### src/rtl/sync_slave_rx_pkg.sv
// Shared constants for the synchronous slave receiver.
// Assumes words are at most one bit wider than the data byte.
package sync_slave_rx_pkg;
    localparam int DATA_BITS = 8;
    localparam int SYNC_DEPTH = 2;
    localparam int WORD_BITS = DATA_BITS + 1;
    localparam int CNT_BITS = $clog2(WORD_BITS);
    typedef logic [WORD_BITS-1:0] word_t;
endpackage

### src/rtl/rx_sync.sv
// Multi-stage synchroniser for a bundle of asynchronous lines.
// Assumes each line is a level that stays stable for many system clocks.
module rx_sync #(
    parameter int WIDTH = 2,
    parameter int STAGES = 2,
    parameter logic [WIDTH-1:0] RST_VAL = '0
) (
    input  logic             clk,
    input  logic             rst_n,
    input  logic [WIDTH-1:0] async_in,
    output logic [WIDTH-1:0] sync_out
);
    logic [STAGES-1:0][WIDTH-1:0] pipe;

    genvar g;
    generate
        for (g = 0; g < STAGES; g++) begin : g_stage
            // Stage g captures the previous stage (or the raw input).
            always_ff @(posedge clk) begin
                if (!rst_n)
                    pipe[g] <= RST_VAL;
                else if (g == 0)
                    pipe[g] <= async_in;
                else
                    pipe[g] <= pipe[(g == 0) ? 0 : g-1];
            end
        end
    endgenerate

    assign sync_out = pipe[STAGES-1];
endmodule

### src/rtl/rx_shifter.sv
// Detects falling edges of the synchronised remote clock and places each
// sampled bit at its index (LSB first). word_done pulses on the final bit,
// with the complete word presented on word_out in that same cycle.
// Assumes run stays low whenever reception is not allowed.
module rx_shifter
    import sync_slave_rx_pkg::*;
(
    input  logic  clk,
    input  logic  rst_n,
    input  logic  sclk_s,
    input  logic  sdata_s,
    input  logic  run,
    input  logic  nine_bit,
    output logic  word_done,
    output word_t word_out
);
    logic                sclk_d;
    logic [CNT_BITS-1:0] cnt;
    word_t               sh;
    logic                fall;
    logic [CNT_BITS-1:0] last_idx;

    assign fall     = sclk_d & ~sclk_s;
    assign last_idx = nine_bit ? CNT_BITS'(DATA_BITS) : CNT_BITS'(DATA_BITS - 1);
    assign word_done = run & fall & (cnt == last_idx);

    // Present the word with the bit being sampled now merged in.
    always_comb begin
        word_out = sh;
        word_out[cnt] = sdata_s;
    end

    // Edge history, bit placement and bit counter.
    always_ff @(posedge clk) begin
        if (!rst_n) begin
            sclk_d <= 1'b1;
            cnt    <= '0;
            sh     <= '0;
        end else begin
            sclk_d <= sclk_s;
            if (!run) begin
                cnt <= '0;
            end else if (fall) begin
                sh[cnt] <= sdata_s;
                cnt     <= (cnt == last_idx) ? '0 : cnt + 1'b1;
            end
        end
    end
endmodule

### src/rtl/rx_holding.sv
// Holding register with the receive-complete, overrun and wake logic.
// A word is accepted when the flag is clear or a read coincides with it.
// Otherwise the word is dropped and overrun is recorded.
module rx_holding
    import sync_slave_rx_pkg::*;
(
    input  logic                 clk,
    input  logic                 rst_n,
    input  logic                 word_done,
    input  word_t                word_in,
    input  logic                 nine_bit,
    input  logic                 int_en,
    input  logic                 rd_strobe,
    input  logic                 port_en,
    input  logic                 cont_en,
    output logic [DATA_BITS-1:0] data,
    output logic                 bit9,
    output logic                 flag,
    output logic                 ovr,
    output logic                 wake
);
    logic land;
    logic ovr_evt;

    assign land    = word_done & (~flag | rd_strobe);
    assign ovr_evt = word_done & flag & ~rd_strobe;

    // Update the holding register, the flags and the wake pulse.
    always_ff @(posedge clk) begin
        if (!rst_n) begin
            data <= '0;
            bit9 <= 1'b0;
            flag <= 1'b0;
            ovr  <= 1'b0;
            wake <= 1'b0;
        end else if (!port_en) begin
            flag <= 1'b0;
            ovr  <= 1'b0;
            wake <= 1'b0;
        end else begin
            wake <= land & int_en;
            if (land) begin
                data <= word_in[DATA_BITS-1:0];
                bit9 <= nine_bit & word_in[DATA_BITS];
                flag <= 1'b1;
            end else if (rd_strobe) begin
                flag <= 1'b0;
            end
            if (ovr_evt)
                ovr <= 1'b1;
            else if (!cont_en)
                ovr <= 1'b0;
        end
    end
endmodule

### src/rtl/sync_slave_rx.sv
// Top level of the synchronous slave receiver: synchroniser, shifter and
// holding stage. Reception runs only in synchronous slave mode with
// continuous receive on. Any overrun halts it until continuous receive
// is cycled off and on again.
module sync_slave_rx
    import sync_slave_rx_pkg::*;
(
    input  logic                 clk,
    input  logic                 rst_n,
    input  logic                 ext_sclk,
    input  logic                 ext_sdata,
    input  logic                 port_en,
    input  logic                 sync_mode,
    input  logic                 clk_master,
    input  logic                 nine_bit_en,
    input  logic                 cont_rx_en,
    input  logic                 single_rx_en,
    input  logic                 rx_int_en,
    input  logic                 rd_strobe,
    output logic [DATA_BITS-1:0] rx_data,
    output logic                 rx_bit9,
    output logic                 rx_done_flag,
    output logic                 rx_irq,
    output logic                 overrun_flag,
    output logic                 wake_req
);
    logic [1:0] lines_s;
    logic       run;
    logic       word_done;
    word_t      word;

    rx_sync #(.WIDTH(2), .STAGES(SYNC_DEPTH), .RST_VAL(2'b01)) u_sync (
        .clk     (clk),
        .rst_n   (rst_n),
        .async_in({ext_sdata, ext_sclk}),
        .sync_out(lines_s)
    );

    assign run = port_en & sync_mode & ~clk_master & cont_rx_en & ~overrun_flag;

    rx_shifter u_shift (
        .clk      (clk),
        .rst_n    (rst_n),
        .sclk_s   (lines_s[0]),
        .sdata_s  (lines_s[1]),
        .run      (run),
        .nine_bit (nine_bit_en),
        .word_done(word_done),
        .word_out (word)
    );

    rx_holding u_hold (
        .clk      (clk),
        .rst_n    (rst_n),
        .word_done(word_done),
        .word_in  (word),
        .nine_bit (nine_bit_en),
        .int_en   (rx_int_en),
        .rd_strobe(rd_strobe),
        .port_en  (port_en),
        .cont_en  (cont_rx_en),
        .data     (rx_data),
        .bit9     (rx_bit9),
        .flag     (rx_done_flag),
        .ovr      (overrun_flag),
        .wake     (wake_req)
    );

    assign rx_irq = rx_done_flag & rx_int_en;
endmodule

### config.mk
export PLATFORM = sky130hd
export DESIGN_NAME = sync_slave_rx
export DESIGN_NICKNAME = d
export VERILOG_FILES = /design/src/rtl/sync_slave_rx_pkg.sv /design/src/rtl/rx_sync.sv /design/src/rtl/rx_shifter.sv /design/src/rtl/rx_holding.sv /design/src/rtl/sync_slave_rx.sv
export SDC_FILE = /design/constraint.sdc
export NUM_CORES = 1
export LEC_CHECK = 0
export BUFFER_PORTS_ARGS = -buffer_cell sky130_fd_sc_hd__buf_2
export CAP_MARGIN = 30
export CELL_PAD_IN_SITES_DETAIL_PLACEMENT = 2
export CELL_PAD_IN_SITES_GLOBAL_PLACEMENT = 2
export CORE_MARGIN = 2
export CORE_UTILIZATION = 36
export CTS_CLUSTER_DIAMETER = 60
export DETAILED_ROUTE_END_ITERATION = 8
export PLACE_DENSITY_LB_ADDON = 0.08
export RECOVER_POWER = 25
export SKIP_CTS_REPAIR_TIMING = 1
export SKIP_LAST_GASP = 1
export SYNTH_ARGS = -nofsm -noshare
export SYNTH_HDL_FRONTEND = slang
export SYNTH_HIERARCHICAL = 1
export SYNTH_SLANG_ARGS = --single-unit
### constraint.sdc
create_clock -name clk -period 5.5 [get_ports clk]
set_input_delay 1.1 -clock clk [delete_from_list [all_inputs] [get_ports clk]]
set_output_delay 1.1 -clock clk [all_outputs]
set_load 0.01 [all_outputs]
==> summary.txt <==
Final layout
  – Filler cells: about 460
  – Fin area: between 1500 and 2000 um^2
  – Area growth, synth to finish: 13.4%
  – Nets: 200
  – Core Util, Final: 42.3%
  – # diodes: 0
  – Share of layout cells above drive strength 1: 21.6%

Logic synthesis
  – FF+latch count, synth: 30
  – EDFF count, synth: 0
  – Post-Synth Adder-Cell Area: 3.36%
  – Mux contribution to synthesized area: 18.2%
  – Async S/R FF share, synth: 0%
  – Cell area after synthesis: 1490 um^2
  – Seq/Total Area, Yosys: 40.3%
  – Compound-Gate Fraction of Synth Area: 4.87%
  – Yosys cell types: 36
  – Main combinational cell family by area after synthesis: simple AND/OR/NAND/NOR gates
  – Top FF cell, synth: dfxtp_1
  – Synth top area cells: dfxtp_1, mux2i_1, nand2_1
  – Yosys warning count: 6
  – Synthesized area per cell: 9.15 um^2
  – Xor/xnor share of the synthesized area: 0%
  – Post-synth top area cell: dfxtp_1
  – Share of the synthesized area in the top cell type: 40.3%
  – Mapped Cells: 163
  – Syn Nets: 179
  – Post-Synth Simple-Gate Area: approximately 28%

STA
  – Hold slack: 410 ps
  – Final setup viols: 0
  – Unrepaired setup endpoints after global routing: false
  – Final Hold Fails: 0
  – Worst-margin pin slew: 1510 ps
  – Fmax: between 300 and 400 MHz
  – Slew Limit Headroom: -0.402%
  – Pins Over Slew Limit: 37
  – Fin crit share: a little over half
  – Setup TNS Final: 0 ps
  – Setup skew after layout: ~5 ps
  – Final min period: 2880 ps

Clock network
  – Worst-case clock buffer depth: 2
  – Clk_lat worst skew: 280 ps
  – CTS Buf Count: 5
  – CTS tree: built
  – Sink Count: 30
  – # H-tree levels: 2
  – Worst-path clk slew: 60 ps
  – CTS Root Buffer Type: clkbuf_8

Detailed routing
  – WL per Instance: 15.4 um
  – Final antenna-violating net count: 0
  – Routed via count: 1216
  – First drt pass iteration count: 4
  – # DRC: 0
  – First DRT Iteration DRCs: 25
  – WL final: 3620 um
  – Vias/cell: a little over 5

Die
  – Row Count: 23
  – Initial core utilization: 37.3%
  – Core Area: 4000 um^2
  – Die height: 68.4 um
  – Die W: 68.4 um
  – Top Ports: 25
  – Die area: 4670 um^2

Flow run
  – Max_cap viols: 1

Worst setup path
  – Crit Path Class: input pin to flip-flop
  – Worst Path Required: 5710 ps
  – Worst reg2reg setup slack: approximately 3400 ps
  – CP Data Arrival Time: 3080 ps
  – Worst r2r src: u_shift/cnt[0]$_SDFFE_PN0P_
  – Critical Path End Type: flip-flop
  – Worst r2r path cells: 6
  – R2R Path End: u_hold/bit9$_SDFFE_PN0P_
  – CP Launch Type: input pin
  – Crit Path Max Fanout: 37

Global route
  – GRT Resource Usage Total: between 10% and 20%
  – Grt total ovfl: 0
  – Antenna violations before repair: 0
  – First-pass GRT wire length: between 5000 and 6000 um
  – Largest net degree at the start of global routing: 38
  – Vias in the first global route: 1284

Status
  – Status: complete, but fails checks
  – Failing checks: max-capacitance violations, max-slew violations

Hold path
  – Hold depth: 1
  – Hold Path End: u_sync/sync_out[0]$_SDFF_PN1_
  – Min-delay worst type: flip-flop to flip-flop
  – Hold Startpoint: u_sync/pipe[0]$_SDFF_PN1_

Place
  – Port bufs: 23
  – Dpl hpwl: about 2600 um
  – DP Area: 1610 um^2
  – Gpl congestion: 0.752

Power and ir drop
  – Pwr dens: ~250 nW/um^2
  – P_leak: 0.000665 uW
  – Power, Total: roughly 420 uW
  – Maximum vdd ir drop: 0.102 mV
cells by family (layout without fill, tap and decap cells):
group,Yosys count,count (layout)
simple gates,81,81
flops,30,30
mux,26,26
buf+inv,13,35
compound gates,9,9
fa+ha+maj,4,4
critical path, cell delays in order:
cell and delay, ps:
clkbuf_1 1070, nand2_1 320, or3_1 430, o22ai_1 150
worst max-delay path by stage:
stage,start,cells past startpoint,endpoint,slack [ps]
6_report,rst_n,4,u_shift/cnt[2]$_SDFFE_PN0P_,2620
4_1_cts,port_en,8,u_hold/bit9$_SDFFE_PN0P_,2770
5_1_grt,rst_n,4,u_shift/cnt[2]$_SDFFE_PN0P_,2410
3_3_place_gp,port_en,8,u_hold/bit9$_SDFFE_PN0P_,2560
2_1_floorplan,nine_bit_en,6,u_hold/bit9$_SDFFE_PN0P_,3020
3_5_place_dp,port_en,8,u_hold/bit9$_SDFFE_PN0P_,2490
state kept, by name, indices dropped and copies added, names as in the netlist, 2 cells and up:
register,count
u_shift/sh,9
u_hold/data,8
u_shift/cnt,4
u_sync/pipe,2
u_sync/sync_out,2
where the power goes:
part,total (uW),switching (uW),internal [uW]
combinational,14.0,9.04,4.96
clock,185,84.5,101
sequential,220,1.51,219
total,420,95.1,325
cells in the mapped netlist (2+ instances only):
master	number
inv_1	4
or3_1	4
buf_4	5
nand2_1	39
nand2b_1	4
nand3b_1	2
mux2i_1	17
nor2_1	3
and2_1	4
nor2b_1	2
nand4_1	2
ha_1	4
nand3_1	11
dfxtp_1	30
nor3_1	2
mux2_2	9
o21ai_0	2
final cells by class:
cell class                      instances  area, um^2  area share [%]
Clock inverter                          1        5.00           0.296
Timing Repair Buffer                   23         108            6.36
Inverter                                4        15.0           0.888
Tap cell                               50        62.6            3.70
Sequential cell                        30         601            35.5
Multi-Input combinational cell        120         815            48.2
Clock buffer                            7        86.3            5.10
metal layers:
| layer | up-vias | global-route usage, % | part of all wire, % |
|---|---|---|---|
| li1 | 590 | - | - |
| met1 | 597 | 21.1 | 45 |
| met2 | 22 | 29.9 | 50 |
| met3 | 7 | 4.93 | 3.3 |
| met4 | 0 | 6.75 | 1.2 |
| met5 | - | 0 | 0 |
placed cells by master (no fill, tap or decap), types with 2 or more instances in the layout:
cell type  instances
nand3b_1           2
buf_2             17
nand4_1            2
nand2b_1           4
clkbuf_8           6
mux2i_1           17
clkbuf_1           7
nor2b_1            2
inv_1              4
or3_1              4
and2_1             4
ha_1               4
nor2_1             3
nand2_1           39
o21ai_0            2
nor3_1             2
nand3_1           11
dfxtp_1           30
mux2_2             9
metrics by stage:
| step | instances | worst slack [ps] |
|---|---|---|
| finish | 235 | 2620 |
| global route | 235 | 2410 |
| CTS | 235 | 2770 |
| detailed placement | 227 | 2490 |
| global placement | 227 | 2560 |
| floorplan | 163 | 3020 |
Power figures use the tool's default switching activity.
